**src/rtl/hostram_port.sv**
```systemverilog
module hostram_port #(
  parameter int AW = 14,
  parameter int DW = 16,
  parameter int PW = 24,
  parameter int PROT_BASE = 16'h3FE0
) (
  input  logic          clk,
  input  logic          rst_n,
  input  logic          h_sel_n,
  input  logic          h_rd_n,
  input  logic          h_wr_n,
  input  logic          h_al,
  input  logic [DW-1:0] h_ad_in,
  output logic [DW-1:0] h_ad_out,
  output logic          h_ad_oe,
  output logic          h_ack,
  input  logic          core_ld,
  input  logic [AW-1:0] core_ld_addr,
  input  logic          core_ld_pm,
  input  logic          core_dm_req,
  input  logic          core_dm_we,
  input  logic [AW-1:0] core_dm_addr,
  input  logic [DW-1:0] core_dm_wdata,
  output logic          core_dm_stall,
  input  logic          core_pm_req,
  input  logic          core_pm_we,
  input  logic [AW-1:0] core_pm_addr,
  input  logic [PW-1:0] core_pm_wdata,
  output logic          core_pm_stall,
  output logic          dm_en,
  output logic          dm_we,
  output logic [AW-1:0] dm_addr,
  output logic [DW-1:0] dm_wdata,
  input  logic [DW-1:0] dm_rdata,
  output logic          pm_en,
  output logic          pm_we,
  output logic [AW-1:0] pm_addr,
  output logic [PW-1:0] pm_wdata,
  input  logic [PW-1:0] pm_rdata
);

  localparam int LW = PW - DW;
  localparam logic [AW-1:0] PROT_A = PROT_BASE[AW-1:0];
  localparam logic [AW-1:0] ONE = {{(AW-1){1'b0}}, 1'b1};

  logic          rd_q, rd_p, wr_q, wr_p, al_q, al_p;
  logic [DW-1:0] bus_q;
  logic [AW:0]   bus_p;
  logic [AW-1:0] addr_q;
  logic          pm_q, half_q, rcap_q, rhi_q, rlo_q;
  logic [DW-1:0] hold_q, dout_q;

  always_ff @(posedge clk or negedge rst_n)
    if (!rst_n) begin
      rd_q <= 1'b0; rd_p <= 1'b0;
      wr_q <= 1'b0; wr_p <= 1'b0;
      al_q <= 1'b0; al_p <= 1'b0;
      bus_q <= '0;  bus_p <= '0;
    end else begin
      rd_q <= ~h_sel_n & ~h_rd_n;
      wr_q <= ~h_sel_n & ~h_wr_n;
      al_q <= h_al;
      rd_p <= rd_q;
      wr_p <= wr_q;
      al_p <= al_q;
      bus_q <= h_ad_in;
      bus_p <= bus_q[AW:0];
    end

  wire rd_go   = rd_q & ~rd_p;
  wire wr_go   = wr_q & ~wr_p & ~rd_go;
  wire al_fall = al_p & ~al_q;
  wire go      = rd_go | wr_go;
  wire prot    = addr_q >= PROT_A;
  wire step    = go & (~pm_q | half_q);

  wire port_dm = ~pm_q & (rd_go | (wr_go & ~prot));
  wire port_pm = pm_q & ((rd_go & ~half_q) | (wr_go & half_q));

  assign dm_en    = port_dm | core_dm_req;
  assign dm_we    = port_dm ? wr_go  : core_dm_we;
  assign dm_addr  = port_dm ? addr_q : core_dm_addr;
  assign dm_wdata = port_dm ? bus_q  : core_dm_wdata;
  assign pm_en    = port_pm | core_pm_req;
  assign pm_we    = port_pm ? wr_go  : core_pm_we;
  assign pm_addr  = port_pm ? addr_q : core_pm_addr;
  assign pm_wdata = port_pm ? {hold_q, bus_q[LW-1:0]} : core_pm_wdata;

  assign core_dm_stall = core_dm_req & port_dm;
  assign core_pm_stall = core_pm_req & port_pm;

  assign h_ack    = ~(go | al_fall | rcap_q);
  assign h_ad_oe  = ~h_sel_n & ~h_rd_n;
  assign h_ad_out = dout_q;

  always_ff @(posedge clk or negedge rst_n)
    if (!rst_n) begin
      addr_q <= '0;
      pm_q   <= 1'b0;
      half_q <= 1'b0;
    end else if (al_fall) begin
      addr_q <= bus_p[AW-1:0];
      pm_q   <= bus_p[AW];
      half_q <= 1'b0;
    end else if (core_ld) begin
      addr_q <= core_ld_addr;
      pm_q   <= core_ld_pm;
      half_q <= 1'b0;
    end else begin
      if (step) addr_q <= addr_q + ONE;
      if (go & pm_q) half_q <= ~half_q;
    end

  always_ff @(posedge clk or negedge rst_n)
    if (!rst_n) begin
      rcap_q <= 1'b0;
      rhi_q  <= 1'b0;
      rlo_q  <= 1'b0;
      hold_q <= '0;
      dout_q <= '0;
    end else begin
      rcap_q <= rd_go;
      rhi_q  <= rd_go & pm_q & ~half_q;
      rlo_q  <= rd_go & pm_q & half_q;
      if (wr_go & pm_q & ~half_q) hold_q <= bus_q;
      if (rcap_q) begin
        if (rhi_q) begin
          dout_q <= pm_rdata[PW-1:LW];
          hold_q[LW-1:0] <= pm_rdata[LW-1:0];
        end else if (rlo_q)
          dout_q <= {{(DW-LW){1'b0}}, hold_q[LW-1:0]};
        else
          dout_q <= dm_rdata;
      end
    end

  a_r4_read_ack_low: assert property (@(posedge clk) disable iff (!rst_n)
    rd_go |=> !h_ack);

  a_r7_addr_step: assert property (@(posedge clk) disable iff (!rst_n)
    (step && !al_fall && !core_ld) |=> addr_q == $past(addr_q) + ONE);

  a_r6_half_toggle: assert property (@(posedge clk) disable iff (!rst_n)
    (wr_go && pm_q && !half_q && !al_fall && !core_ld) |=> half_q);

  a_r6_first_half_no_ram: assert property (@(posedge clk) disable iff (!rst_n)
    (wr_go && pm_q && !half_q && !core_pm_req) |-> !pm_en);

  a_r8_prot_write_dropped: assert property (@(posedge clk) disable iff (!rst_n)
    (wr_go && !pm_q && prot && !core_dm_req) |-> !dm_en);

  a_r10_dm_core_pass: assert property (@(posedge clk) disable iff (!rst_n)
    (core_dm_req && !core_dm_stall) |-> (dm_addr == core_dm_addr && dm_we == core_dm_we));

  a_r10_pm_core_pass: assert property (@(posedge clk) disable iff (!rst_n)
    (core_pm_req && !core_pm_stall) |-> (pm_addr == core_pm_addr && pm_we == core_pm_we));

endmodule

```
**config.mk**
```make
export PLATFORM = sky130hd
export DESIGN_NAME = hostram_port
export DESIGN_NICKNAME = d
export VERILOG_FILES = /design/src/rtl/hostram_port.sv
export SDC_FILE = /design/constraint.sdc
export NUM_CORES = 1
export LEC_CHECK = 0
export ABC_AREA = 0
export BUFFER_PORTS_ARGS = -buffer_cell sky130_fd_sc_hd__clkbuf_2
export CAP_MARGIN = 0
export CORE_MARGIN = 10
export CORE_UTILIZATION = 38
export CTS_BUF_LIST = sky130_fd_sc_hd__clkbuf_4
export CTS_CLUSTER_SIZE = 16
export DETAILED_ROUTE_END_ITERATION = 10
export GPL_TIMING_DRIVEN = 0
export PLACE_DENSITY = 0.68
export SLEW_MARGIN = 20
export SYNTH_ARGS = -nofsm -noshare
export SYNTH_HDL_FRONTEND = slang
export SYNTH_SLANG_ARGS = --single-unit
```
**constraint.sdc**
```tcl
create_clock -name clk -period 5.4 [get_ports clk]
set_input_delay 1.08 -clock clk [delete_from_list [all_inputs] [get_ports clk]]
set_output_delay 1.08 -clock clk [all_outputs]
set_load 0.005 [all_outputs]
```
==> summary.txt <==
Status: finished clean
Synth top area cells: dfrtp_1 (47%), mux2_2 (14%), mux2_4 (8.9%)
Fin area: 6279 um2
Post-synth cell types: 46
Wire length per cell: 19.22 um
Largest net degree at the start of global routing: 89
Crit path to: dm_wdata[4]
Ys Warns: 0
Adder-cell area share of the yosys netlist: 0.5322%
Placed Area: 6122 um2
Least-Margin Pin Slew: 0.7240 ns
Worst hold path class: reg2reg
Die width: 131.2 um
1st-iter DRT viols: 172
Final worst path period share: 66.34%
R2r setup slk: 3.45 ns
Num CTS Buffers: 9
CP bufs+invs: 2
Commonest register cell after synthesis: dfrtp_1
I/O pin total: 242
Cell count after placement: 827
Port Buffers: 240
Delay-heaviest family, CP: compound AO/OA/AOI/OAI gates
CTS Hold Bufs: 0
Cts repair resizes: 0
Area delta synth->final: 33.53%
CP Capture Type: primary output
Sequential area share after synthesis: 46.83%
R2R Path End: addr_q[5]
CTS Sinks: 88
Routed Antenna Nets: 0
Avg Inst Size Synth: 11.22 um2
Setup TNS: 0 ns
Worst endpoint required time: 4.32 ns
Initial antenna violation count: 1
Syn_nets: 571
Startpoint of the worst register-to-register path: al_q
Slew headroom: 51.73%
Die height: 131.2 um
Vias per inst: 5.015
Clk slew on worst S/H paths: 0.14 ns
Aggregate global-route resource usage: 18.36%
Initial Utilization: 38.98%
Routed vias: 4233
Worst skew pair latency: 0.43 ns
Critical Path AT: 2.50 ns
Total Power: 1.703 mW
Final WL: 16220 um
Critical path peak fanout: 10
Layout cells sized above 1: 53.33%
Die area: 17220 um2
Max Cap Violations: 0
Fin. max-slew vios: 0
H-tree levels: 3
Critical path class: reg2out
Drt first pass iters: 4
Number of global-route vias before repair: 4696
FF-to-FF path depth: 5
First-pass GRT wire length: 25380 um
Post-Route Skew: 0.01735 ns
Count of final setup violators: 0
Final Util: 52.05%
Hold Violations, Final: 0
Setup WS pre-CTS: 2.297 ns
Lkg Pwr: 3.061 nW
Buffer depth of the longest clock path: 2
Share of the synthesized area in the top cell type: 46.83%
Fin nets: 822
Xor/xnor share of the synthesized area: 2.049%
Worst vdd ir: 0.1336 mV
Complex-gate fraction of the synthesized area: 9.872%
Critical-path cell list: nand3_1 > nor2_2 > a41o_2 > a21oi_4 > buf_6 > mux2_4 > clkbuf_2
Unrepaired setup endpoints after global routing: false
Site row count: 40
Clk root buf: clkbuf_4
Core region area: 12060 um2
Min cycle time layout: 3.582 ns
WHS: 0.3943 ns
Synthesized cell area: 4702 um2
CP startpoint kind: flop
Fmax: 279.1 MHz
Drc violations: 0
Hold path depth: 0
Overflow after GRT: 0
Levels on crit path: 7
Multiplexer area fraction after synthesis: 26.42%
Final worst setup slack: 1.818 ns
Synthesis-stage register bit count: 88
Synth area leader: dfrtp_1
Pwr/cell area: 271.3 nW/um2
Crit-path slowest cell: dfrtp_1
Buffer count from post-CTS setup fixing: 0
Max incr delay on CP: 0.49 ns
Post-synthesis simple-gate area fraction: 10.54%
Fraction of registers with async set or reset after synthesis: 100.0%
GP Congestion: 0.8830
Final Non-Filler Cells: 844
Mapped Cells: 419
Origin of the worst setup path: addr_q[7]
Post-DP HPWL: 13070 um
Post-synth EDFFs: 0
Largest family of logic cells by synthesized area: multiplexers
CTS tree: yes
-- synthesized netlist by cell type, drive strengths merged, types with 7 or more instances --
cell / n
clkbuf: 15
o21ai: 40
mux2: 85
mux2i: 18
xnor2: 7
dfrtp: 88
a21oi: 19
nand3: 10
nor2: 25
a22oi: 7
buf: 13
nand2: 39
-- routing by layer --
metal | vias up | GRT usage [%] | part of all wire (%)
met5 | - | 0 | 0
li1 | 1992 | - | -
met4 | 0 | 7.750 | 2.0
met1 | 2035 | 20.34 | 39
met2 | 185 | 31.96 | 51
met3 | 21 | 5.450 | 8.7
-- worst min-delay path by stage --
| stage | startpoint | end | slack [ns] |
|---|---|---|---|
| 6_report | rd_q | rd_p | 0.39 |
| 5_1_grt | rd_q | rd_p | 0.40 |
| 4_1_cts | rd_q | rd_p | 0.40 |
| 3_5_place_dp | rd_q | rd_p | 0.37 |
| 3_3_place_gp | rd_q | rd_p | 0.36 |
| 2_1_floorplan | rd_q | rd_p | 0.35 |
-- final cells by class --
class / count / area, um2
inverter: 5 / 18.77
antenna: 1 / 2.502
clock inverter: 5 / 71.32
multi-input combinational: 298 / 2323
clock buffer: 11 / 82.58
fill: 1140 / 5783
timing repair buffer: 240 / 1210
buffer: 28 / 157.7
tap: 168 / 210.2
sequential: 88 / 2202
-- cell usage in the layout (no fill, tap or decap), drive strengths merged, types with 2 or more instances in the layout --
cell and n:
a21oi 19, nand2b 5, nor4 3, bufinv 2
clkinv 3, nand4 2, inv 5, and2 2
dfrtp 88, nor2 25, xnor2 7, a31oi 2
or3 5, o21ai 40, a22oi 7, mux2i 18
buf 13, a2bb2oi 2, and3 5, nand2 39
o22ai 2, nor3 4, clkbuf 266, nand3 10
ha 2, xor2 4, nor2b 2, mux2 85
-- flip-flops by register name, indices dropped and copies added, names as in the netlist --
name	cells
rhi_q	1
bus_p	15
rlo_q	1
wr_p	1
h_ad_out	16
addr_q	14
pm_q	1
rcap_q	1
rd_q	1
half_q	1
wr_q	1
al_p	1
hold_q	16
rd_p	1
al_q	1
bus_q	16
-- report_power, final --
part / leakage (nW) / switching, mW / internal, mW / total, mW
clock network: 0.0836 / 0.219 / 0.194 / 0.414
registers: 1.04 / 0.0866 / 0.755 / 0.842
logic: 1.94 / 0.204 / 0.243 / 0.448
-- cell families after synthesis --
kind of cell,Yosys count
fa+ha+maj,2
mux,103
buf+inv,33
compound gates,78
flops,88
xor+xnor,11
simple gates,104
Power figures use the tool's default switching activity.
